$ cat src/rtl/fcd_pkg.sv
package fcd_pkg;

  typedef enum logic [1:0] {
    ST_IDLE   = 2'b00,
    ST_ACTIVE = 2'b01,
    ST_WAIT   = 2'b10
  } mod_state_e;

  localparam logic [1:0] MODE_FORCED = 2'b00;
  localparam logic [1:0] MODE_NOIDLE = 2'b10;

  localparam logic [1:0] ACT_OFF     = 2'b00;
  localparam logic [1:0] ACT_CLAIMED = 2'b01;
  localparam logic [1:0] ACT_IDLE    = 2'b10;
  localparam logic [1:0] ACT_PENDING = 2'b11;

  function automatic logic [1:0] act_code(input mod_state_e s, input logic run);
    if (!run)                 return ACT_OFF;
    else if (s == ST_ACTIVE)  return ACT_CLAIMED;
    else if (s == ST_WAIT)    return ACT_PENDING;
    else                      return ACT_IDLE;
  endfunction

endpackage

$ cat src/rtl/fcd_regs.sv
module fcd_regs #(
  parameter int N_MOD  = 4,
  parameter int DIV_W  = 3,
  parameter int ADDR_W = 2,
  parameter int DATA_W = 2 * N_MOD
) (
  input  logic              clk,
  input  logic              rst,
  input  logic              wr_en,
  input  logic [ADDR_W-1:0] wr_addr,
  input  logic [DATA_W-1:0] wr_data,
  input  logic              busy,
  output logic [N_MOD-1:0]  en_q,
  output logic              sel_q,
  output logic [DIV_W-1:0]  div_q,
  output logic [DATA_W-1:0] mode_q,
  output logic              err_q
);

  localparam logic [ADDR_W-1:0] A_EN   = ADDR_W'(0);
  localparam logic [ADDR_W-1:0] A_CFG  = ADDR_W'(1);
  localparam logic [ADDR_W-1:0] A_MODE = ADDR_W'(2);

  logic cfg_locked;
  assign cfg_locked = (|en_q) | busy;

  always_ff @(posedge clk) begin
    if (rst) begin
      en_q   <= '0;
      sel_q  <= 1'b0;
      div_q  <= '0;
      mode_q <= '0;
      err_q  <= 1'b0;
    end else if (wr_en) begin
      case (wr_addr)
        A_EN:   en_q <= wr_data[N_MOD-1:0];
        A_CFG: begin
          if (cfg_locked) err_q <= 1'b1;
          else {div_q, sel_q} <= wr_data[DIV_W:0];
        end
        A_MODE: mode_q <= wr_data;
        default: ;
      endcase
    end
  end

  AST_CFG_FROZEN: assert property (@(posedge clk) disable iff (rst)
    cfg_locked |=> ($stable(sel_q) && $stable(div_q)));
  AST_ERR_STICKY: assert property (@(posedge clk) disable iff (rst)
    err_q |=> err_q);
  AST_ERR_CAUSE: assert property (@(posedge clk) disable iff (rst)
    $rose(err_q) |-> $past(wr_en && (wr_addr == A_CFG)));

endmodule

$ cat src/rtl/fcd_idle_fsm.sv
module fcd_idle_fsm
  import fcd_pkg::*;
(
  input  logic       clk,
  input  logic       rst,
  input  logic       en,
  input  logic [1:0] mode,
  input  logic       ack,
  output mod_state_e state_o,
  output logic       claim,
  output logic       idle_req
);

  mod_state_e st;

  always_ff @(posedge clk) begin
    if (rst) begin
      st <= ST_IDLE;
    end else begin
      case (st)
        ST_IDLE:   if (en) st <= ST_ACTIVE;
        ST_ACTIVE: begin
          if (!en) begin
            if (mode == MODE_NOIDLE)      st <= ST_ACTIVE;
            else if (mode[0])             st <= ST_WAIT;
            else                          st <= ST_IDLE;
          end
        end
        ST_WAIT: begin
          if (en)       st <= ST_ACTIVE;
          else if (ack) st <= ST_IDLE;
        end
        default: st <= ST_IDLE;
      endcase
    end
  end

  assign state_o  = st;
  assign claim    = (st != ST_IDLE);
  assign idle_req = (st == ST_WAIT);

  AST_FORCED_DROP: assert property (@(posedge clk) disable iff (rst)
    (st == ST_ACTIVE && !en && mode == MODE_FORCED) |=> (st == ST_IDLE));
  AST_SMART_HOLD: assert property (@(posedge clk) disable iff (rst)
    (st == ST_WAIT && !en && !ack) |=> (st == ST_WAIT));
  AST_NOIDLE_KEEP: assert property (@(posedge clk) disable iff (rst)
    (st == ST_ACTIVE && mode == MODE_NOIDLE) |=> (st == ST_ACTIVE));

endmodule

$ cat src/rtl/fcd_gate.sv
module fcd_gate #(
  parameter int DIV_W       = 3,
  parameter int SYNC_STAGES = 2
) (
  input  logic             clk,
  input  logic             rst,
  input  logic             any_claim,
  input  logic             wakeup,
  input  logic             src1_tick,
  input  logic             src2_tick,
  input  logic             sel,
  input  logic [DIV_W-1:0] div,
  output logic             busy,
  output logic             running,
  output logic             fclk_tick
);

  logic                   gate_q;
  logic [SYNC_STAGES-1:0] sync_q;
  logic [DIV_W-1:0]       cnt_q;
  logic                   tick_q;
  logic                   sel_tick;

  assign sel_tick = sel ? src2_tick : src1_tick;
  assign running  = sync_q[SYNC_STAGES-1];
  assign busy     = gate_q | (|sync_q);
  assign fclk_tick = tick_q;

  always_ff @(posedge clk) begin
    if (rst) gate_q <= 1'b0;
    else     gate_q <= any_claim | (gate_q & wakeup);
  end

  generate
    if (SYNC_STAGES > 1) begin : g_shift
      always_ff @(posedge clk) begin
        if (rst)           sync_q <= '0;
        else if (sel_tick) sync_q <= {sync_q[SYNC_STAGES-2:0], gate_q};
      end
    end else begin : g_single
      always_ff @(posedge clk) begin
        if (rst)           sync_q <= '0;
        else if (sel_tick) sync_q <= gate_q;
      end
    end
  endgenerate

  always_ff @(posedge clk) begin
    if (rst) begin
      cnt_q  <= '0;
      tick_q <= 1'b0;
    end else begin
      tick_q <= running & sel_tick & (cnt_q == div);
      if (!running)      cnt_q <= '0;
      else if (sel_tick) cnt_q <= (cnt_q == div) ? '0 : cnt_q + DIV_W'(1);
    end
  end

  AST_HOLD_ON: assert property (@(posedge clk) disable iff (rst)
    (gate_q && (any_claim || wakeup)) |=> gate_q);
  AST_SYNC_RISE: assert property (@(posedge clk) disable iff (rst)
    $rose(running) |-> $past(sync_q[SYNC_STAGES-2] && sel_tick));
  AST_SYNC_FALL: assert property (@(posedge clk) disable iff (rst)
    $fell(running) |-> $past(!sync_q[SYNC_STAGES-2] && sel_tick));
  AST_TICK_RUN: assert property (@(posedge clk) disable iff (rst)
    tick_q |-> $past(running && sel_tick));
  AST_CNT_RANGE: assert property (@(posedge clk) disable iff (rst)
    cnt_q <= div);

endmodule

$ cat src/rtl/shared_fclk_ctrl.sv
module shared_fclk_ctrl
  import fcd_pkg::*;
#(
  parameter int N_MOD       = 4,
  parameter int DIV_W       = 3,
  parameter int ADDR_W      = 2,
  parameter int SYNC_STAGES = 2
) (
  input  logic               clk,
  input  logic               rst,
  input  logic               wr_en,
  input  logic [ADDR_W-1:0]  wr_addr,
  input  logic [2*N_MOD-1:0] wr_data,
  input  logic               src1_tick,
  input  logic               src2_tick,
  input  logic               wakeup,
  input  logic [N_MOD-1:0]   idle_ack,
  output logic [N_MOD-1:0]   idle_req,
  output logic               fclk_tick,
  output logic               clk_running,
  output logic [2*N_MOD-1:0] act_status,
  output logic               cfg_err
);

  localparam int DATA_W = 2 * N_MOD;

  logic [N_MOD-1:0]  en_q;
  logic              sel_q;
  logic [DIV_W-1:0]  div_q;
  logic [DATA_W-1:0] mode_q;
  logic              busy;
  logic [N_MOD-1:0]  claim;
  mod_state_e        st [N_MOD];
  logic [DATA_W-1:0] act_q;

  fcd_regs #(
    .N_MOD(N_MOD), .DIV_W(DIV_W), .ADDR_W(ADDR_W), .DATA_W(DATA_W)
  ) u_regs (
    .clk(clk), .rst(rst), .wr_en(wr_en), .wr_addr(wr_addr), .wr_data(wr_data),
    .busy(busy), .en_q(en_q), .sel_q(sel_q), .div_q(div_q), .mode_q(mode_q),
    .err_q(cfg_err)
  );

  generate
    for (genvar i = 0; i < N_MOD; i++) begin : g_mod
      fcd_idle_fsm u_fsm (
        .clk(clk), .rst(rst), .en(en_q[i]), .mode(mode_q[2*i +: 2]),
        .ack(idle_ack[i]), .state_o(st[i]), .claim(claim[i]),
        .idle_req(idle_req[i])
      );

      always_ff @(posedge clk) begin
        if (rst) act_q[2*i +: 2] <= ACT_OFF;
        else     act_q[2*i +: 2] <= act_code(st[i], clk_running);
      end
    end
  endgenerate

  fcd_gate #(.DIV_W(DIV_W), .SYNC_STAGES(SYNC_STAGES)) u_gate (
    .clk(clk), .rst(rst), .any_claim(|claim), .wakeup(wakeup),
    .src1_tick(src1_tick), .src2_tick(src2_tick), .sel(sel_q), .div(div_q),
    .busy(busy), .running(clk_running), .fclk_tick(fclk_tick)
  );

  assign act_status = act_q;

  AST_ACT_OFF: assert property (@(posedge clk) disable iff (rst)
    !$past(clk_running) |-> (act_status == '0));

endmodule

$ cat config.mk
export PLATFORM = sky130hd
export DESIGN_NAME = shared_fclk_ctrl
export DESIGN_NICKNAME = d
export VERILOG_FILES = /design/src/rtl/fcd_pkg.sv /design/src/rtl/fcd_regs.sv /design/src/rtl/fcd_idle_fsm.sv /design/src/rtl/fcd_gate.sv /design/src/rtl/shared_fclk_ctrl.sv
export SDC_FILE = /design/constraint.sdc
export NUM_CORES = 1
export LEC_CHECK = 0
export BUFFER_PORTS_ARGS = -buffer_cell sky130_fd_sc_hd__buf_4
export CAP_MARGIN = 20
export CORE_MARGIN = 2
export CORE_UTILIZATION = 36
export CTS_BUF_LIST = sky130_fd_sc_hd__clkbuf_4
export CTS_CLUSTER_SIZE = 28
export DETAILED_ROUTE_END_ITERATION = 7
export PLACE_DENSITY = 0.55
export SLEW_MARGIN = 5
export SYNTH_ARGS = -nofsm -noshare
export SYNTH_HDL_FRONTEND = slang
export SYNTH_SLANG_ARGS = --single-unit
$ cat constraint.sdc
create_clock -name clk -period 1.6 [get_ports clk]
set_input_delay 0.24 -clock clk [delete_from_list [all_inputs] [get_ports clk]]
set_output_delay 0.24 -clock clk [all_outputs]
set_load 0.02 [all_outputs]
==> results of run 1 <==
[synth_stat cells]
| cell | n |
|---|---|
| o21a_1 | 1 |
| nor3_1 | 3 |
| mux2_2 | 1 |
| and3_1 | 1 |
| o31ai_1 | 2 |
| o31a_2 | 1 |
| o41ai_1 | 4 |
| o21ai_0 | 2 |
| or2b_1 | 1 |
| inv_1 | 11 |
| nand2b_1 | 12 |
| clkbuf_1 | 5 |
| or3_1 | 2 |
| nand3b_1 | 2 |
| nand4_1 | 1 |
| o2111ai_1 | 1 |
| nor3b_2 | 1 |
| a21oi_1 | 8 |
| nand3_1 | 1 |
| nor2b_1 | 15 |
| mux2i_1 | 18 |
| o311ai_0 | 7 |
| a221oi_1 | 5 |
| dfxtp_1 | 40 |
| xor2_1 | 3 |
| nand2_1 | 9 |
| nor4_4 | 1 |
| or4_2 | 1 |
| ha_1 | 17 |
| nor2_1 | 19 |
| nand4b_1 | 2 |
| o31a_1 | 4 |
| or4_4 | 1 |
| buf_4 | 4 |
| and2_1 | 4 |
| nor4_1 | 1 |
[timing repair]
action / in CTS / in global routing
pin swaps: 0 / 2
resized for setup: 2 / 6
setup endpoints to repair: 1 / 5
cloned: 0 / 0
buffers inserted: 0 / 1
[tightest hold or removal path: cells and delay by family]
kind,cells,cell delay (ns)
buffers and inverters,1,0.08
muxes,1,0.05
and+or+nand+nor,1,0.07
[placed cells by master, fill, tap and decap left out, types with 2 or more instances in the layout]
master and count:
mux2i_1 18, inv_1 11, o21ai_0 2, or4_4 2, xor2_1 3, o41ai_2 2
ha_1 17, o311ai_0 7, or3_1 2, a21oi_1 7, clkbuf_4 5, nor2b_1 14
o31a_1 4, a221oi_1 5, nand3b_1 2, nand4b_1 2, and2_1 4, nand2b_1 12
buf_4 48, o31ai_1 2, nor2_1 19, nand2_1 9, dfxtp_1 37, o41ai_1 2
dfxtp_2 3, nor3_1 3
[routing by layer]
metal,global-route usage [%],vias up,routed length [um],share of wire (%)
met2,21.8,27,1980,47
met5,0,-,0,0
met1,18.3,761,2020,48
met4,5.69,0,55,1.3
met3,4.32,4,170,4.0
li1,-,833,-,-
[flip-flops by register name, indices dropped and copies added, names as in the netlist, 2 cells and up]
| name | count |
|---|---|
| act_status | 8 |
| g_mod.u_fsm.state_o | 8 |
| u_gate.cnt_q | 3 |
| u_gate.sync_q | 2 |
| u_regs.div_q | 3 |
| u_regs.en_q | 4 |
| u_regs.mode_q | 8 |
[area by class of cell]
type                            instances  area, um^2  area share (%)
Sequential cell                        40         805            32.2
Clock buffer                            5        37.5            1.50
Multi-Input combinational cell        151        1160            46.6
Timing Repair Buffer                   48         360            14.4
Inverter                               11        41.3            1.65
Tap cell                               72        90.1            3.61
[cells by family after synthesis]
family | share of synthesized area [%]
AND/OR/NAND/NOR | 21.9
flip-flops | 39.4
AO/OA/AOI/OAI | 13.1
buffers and inverters | 4.43
multiplexers | 9.42
adder cells (fa/ha/maj) | 10.5
XOR/XNOR | 1.29
[worst max-delay path by stage]
stage               slack (ns)  cells after the start                 startpoint                   endpoint
detailed placement        0.03                      5  g_mod[0].u_fsm.state_o[0]  g_mod[0].u_fsm.state_o[1]
global route             -0.02                      4           u_gate.sync_q[1]            u_regs.div_q[1]
finish                    0.04                      4           u_gate.sync_q[1]            u_regs.div_q[2]
CTS                      0.001                      4  g_mod[0].u_fsm.state_o[1]  g_mod[0].u_fsm.state_o[1]
global placement          0.08                      5  g_mod[0].u_fsm.state_o[0]  g_mod[0].u_fsm.state_o[1]
floorplan                 0.02                      3           u_gate.sync_q[1]            u_regs.div_q[0]
[power by group]
part	switching, mW	internal [mW]
Sequential	0.0546	1.07
Combinational	0.297	0.283
Clock	0.306	0.147
==> flow_summary.json, run 1 <==
{
  "outcome": "finished clean",
  "wl_um": 4230,
  "placedCellCount": 321,
  "critPathKind": "register to register",
  "antenna_found_initial": 0,
  "vias": 1625,
  "netlist_area_um2": 2030,
  "cts_buffers": 5,
  "worst-path-max-fanout": 4,
  "setup_tns_ns": 0,
  "grt_max_degree": 32,
  "port_buffers": 34,
  "arrival_ns": 1.84,
  "grt_pass1_wl_um": 6670,
  "timing.fmax_mhz": 640,
  "fin_cells": 327,
  "endpoint_kind": "register",
  "yosys.area.top_type_share_pct": 39.4,
  "worst_ep_required_time_ns": 1.88,
  "drt_first_iter_violations": 69,
  "setup-violations-final": 0,
  "antennaDiodeCount": 0,
  "cp_slowest_cell": "or4_4",
  "io_pins": 35,
  "synth_area_leaders": "dfxtp_1, ha_1, mux2i_1",
  "reg2reg_from": "u_gate.sync_q[1]",
  "timing.final.ws_setup_ns": 0.0380,
  "syn_nets": 248,
  "hold_depth": 3,
  "cts_root_buf": "clkbuf_4",
  "r2r_end": "u_regs.div_q[2]",
  "clockBufferDepth": 2,
  "die_x_um": 79.1,
  "slew_headroom_pct": 71.4,
  "die-area_um2": 6260,
  "grt_overflow": 0,
  "syn_area_per_cell_um2": 9.63,
  "drc_errors": 0,
  "layout-drive-gt1-share_pct": 25.9,
  "powerDensity_nw_per_um2": 864,
  "cpPeakStageDelay_ns": 0.55,
  "ir_worst_vdd_v": 0.000277,
  "utilization_pct": 45.7,
  "cts.sinks": 40,
  "yosysSeqAreaShare_pct": 39.4,
  "yosysWarningCount": 0,
  "ff2ff_setup_slack_ns": 0.04,
  "timing.critical_path.from_type": "register",
  "path_cells": "or4_4 > nor4_4 > buf_4 > mux2i_1",
  "ctsHoldBuffers": 0,
  "rsz0062_at_grt": "true",
  "grt_pass1_vias": 1371,
  "total_power_mw": 2.16,
  "htreeDepth": 2,
  "dr.pass1.iters": 4,
  "via_per_inst": 4.97,
  "min_to": "u_regs.mode_q[6]",
  "post-place-ws_ns": 0.0275,
  "track_usage_pct": 14.1,
  "finalNetCount": 294,
  "clk_pin_slew_ns": 0.11,
  "worstMarginPinSlew_ns": 0.417,
  "syn_inst": 211,
  "post-route-min-period_ns": 1.56,
  "reg2regPathDepth": 4,
  "cp_top_family": "simple AND/OR/NAND/NOR gates",
  "die_h_um": 79.1,
  "clkLatencyLatePin_ns": 0.34,
  "period_share_pct": 97.6,
  "area_delta_synth_final_pct": 23.0,
  "yosysUniqueCellTypes": 36,
  "hold_start": "wr_data[6]",
  "fillCellCount": 559,
  "p_leak_nw": 1.10,
  "hold_viol_final": 0,
  "routabilityCongestion": 0.752,
  "hpwl_um": 3190,
  "floorplan.initialDensity_pct": 37.1,
  "slew_violations": 0,
  "synth_top_area_cell": "dfxtp_1",
  "skew_ns": 0.0111,
  "cap_viol_max_count": 0,
  "fin_area_um2": 2500,
  "whs_ns": 0.125,
  "crit_buf_inv": 1,
  "core-area_um2": 5470,
  "antenna_left": 0,
  "row_count": 27,
  "wl_per_cell_um": 12.9,
  "hold_class": "input pin to register",
  "cts_tree": "done",
  "place_area_um2": 2430,
  "synth.ff_latch_count": 40
}
Power figures use the tool's default switching activity.
==> run 2: changes to the inputs <==
- PLACE_DENSITY: 0.55 -> 0.53
- clock period: 1.6 -> 1.9 ns (I/O delays scaled with it)
==> run 2 against run 1 <==
Against the previous run:
- via count decreased by 3.2%
- utilization decreased by 1.9 points
- fmax decreased by 6.4%
- worst setup slack improved by 0.19 ns
- first-iteration DRC count increased by 1.4%
- sequential cell count unchanged
- critical path type unchanged
==> flow_summary.json, run 2 (synthesis results as in run 1) <==
{
  "outcome": "finished clean",
  "dr.pass1.iters": 4,
  "cts.sinks": 40,
  "hpwl_um": 3080,
  "core-area_um2": 5470,
  "internal_power_mw": 1.23,
  "worstSetupPathDepth": 5,
  "via_per_inst": 4.95,
  "cp_top_family": "simple AND/OR/NAND/NOR gates",
  "swShare_pct": 30.7,
  "final_common_cell": "dfxtp_1",
  "critPathKind": "register to register",
  "routabilityCongestion": 0.749,
  "hold_viol_final": 0,
  "post-route-min-period_ns": 1.67,
  "r2r_end": "g_mod[0].u_fsm.state_o[1]",
  "placedCellCount": 311,
  "layout-drive-gt1-share_pct": 19.5,
  "endpoint": "g_mod[0].u_fsm.state_o[1]",
  "hold_class": "input pin to register",
  "cp_slowest_cell": "or4_2",
  "powerDensity_nw_per_um2": 742,
  "power.share.combinational_pct": 24.1,
  "timing.critical_path.from_type": "register",
  "ctsHoldBuffers": 0,
  "drt_first_iter_violations": 70,
  "layout_common_cells": "dfxtp_1, buf_4, nor2_1",
  "antenna_left": 0,
  "track_usage_pct": 14.2,
  "cts_buffers": 5,
  "htreeDepth": 2,
  "total_power_mw": 1.78,
  "ff2ff_setup_slack_ns": 0.23,
  "vias": 1573,
  "whs_ns": 0.164,
  "cts_resized": 0,
  "port_buffers": 34,
  "antennaDiodeCount": 0,
  "die-area_um2": 6260,
  "grt_pass1_wl_um": 7010,
  "die_h_um": 79.1,
  "grt_overflow": 0,
  "cts_tree": "done",
  "power_switching_mw": 0.546,
  "setup-violations-final": 0,
  "cpPeakStageDelay_ns": 0.61,
  "period_share_pct": 87.8,
  "rsz0062_at_grt": "false",
  "wl_per_cell_um": 13.1,
  "row_count": 27,
  "finalNetCount": 283,
  "area_delta_synth_final_pct": 17.9,
  "drc_errors": 0,
  "reg2regPathDepth": 5,
  "antenna_found_initial": 0,
  "reg2reg_from": "g_mod[0].u_fsm.state_o[0]",
  "multi_input_area_um2": 1140,
  "grt_pass1_vias": 1479,
  "post_cts_buffers": 0,
  "clockBufferDepth": 2,
  "wl_um": 4170,
  "cap_viol_max_count": 0,
  "timing.fmax_mhz": 599,
  "startpoint": "g_mod[0].u_fsm.state_o[0]",
  "clkLatencyLatePin_ns": 0.34,
  "io_pins": 35,
  "p_leak_nw": 1.03,
  "fillCellCount": 570,
  "skew_ns": 0.0110,
  "ir_worst_vdd_v": 0.000326,
  "arrival_ns": 1.96,
  "crit_buf_inv": 1,
  "slew_headroom_pct": 60.4,
  "regArea_um2": 801,
  "worst_ep_required_time_ns": 2.19,
  "pwr-share-seq_pct": 53.7,
  "power_frac_clock_pct": 22.2,
  "cts_root_buf": "clkbuf_4",
  "clk_pin_slew_ns": 0.12,
  "path_cells": "inv_1 > ha_1 > nor2b_1 > or4_2 > a21oi_1",
  "fin_cells": 318,
  "setup_tns_ns": 0,
  "endpoint_kind": "register",
  "grt_max_degree": 39,
  "floorplan.initialDensity_pct": 37.1,
  "utilization_pct": 43.8,
  "slew_violations": 0,
  "worst-path-max-fanout": 4,
  "worstMarginPinSlew_ns": 0.592,
  "die_x_um": 79.1
}
==> run 2: changes by cell type in the layout (fill, tap and decap cells not counted), sizes merged <==
cell | previous run | this run
buf | 48 | 37
clkinv | 0 | 2
==> run 2: layer usage <==
metal	wire, um	global-route usage, %	vias up	share of wire (%)
met5	0	0	-	0
met3	211	3.75	7	5.1
met2	1890	22.4	33	45
met1	2010	18.9	718	48
met4	61	4.66	0	1.5
li1	-	-	815	-
==> run 2: worst reg2reg max path, cell delays in order (launching register included) <==
cell	delay, ns
dfxtp_1	0.39
inv_1	0.08
ha_1	0.22
nor2b_1	0.17
or4_2	0.61
a21oi_1	0.15
==> run 2: stage by stage <==
| stage | cell area, um^2 | worst slack (ns) |
|---|---|---|
| 2_1_floorplan | 2030 | 0.322 |
| 3_3_place_gp | 2350 | 0.299 |
| 3_5_place_dp | 2350 | 0.242 |
| 4_1_cts | 2400 | 0.223 |
| 5_1_grt | 2400 | 0.148 |
| 6_report | 2400 | 0.231 |
==> run 2: cell type report <==
cell class	count	area share (%)
Clock buffer	5	1.57
Clock inverter	2	0.313
Inverter	11	1.72
Multi-Input combinational cell	151	47.6
Sequential cell	40	33.4
Tap cell	72	3.76
Timing Repair Buffer	37	11.6
==> run 2: how the worst min path moves through the flow <==
stage,start,end,cells past startpoint
floorplan,wakeup,u_gate.gate_q,2
finish,wr_data[6],u_regs.mode_q[6],3
global route,wr_data[6],u_regs.mode_q[6],3
detailed placement,u_regs.err_q,u_regs.err_q,2
CTS,wr_data[6],u_regs.mode_q[6],3
global placement,u_regs.err_q,u_regs.err_q,2
==> run 2: power groups by stage <==
stage | clock network [mW] | registers [mW] | logic (mW)
2_1_floorplan | 0 | 0.967 | 0.306
3_3_place_gp | 0 | 0.974 | 0.429
3_5_place_dp | 0 | 0.973 | 0.431
4_1_cts | 0.422 | 0.954 | 0.433
5_1_grt | 0.448 | 0.965 | 0.482
6_report | 0.395 | 0.955 | 0.428
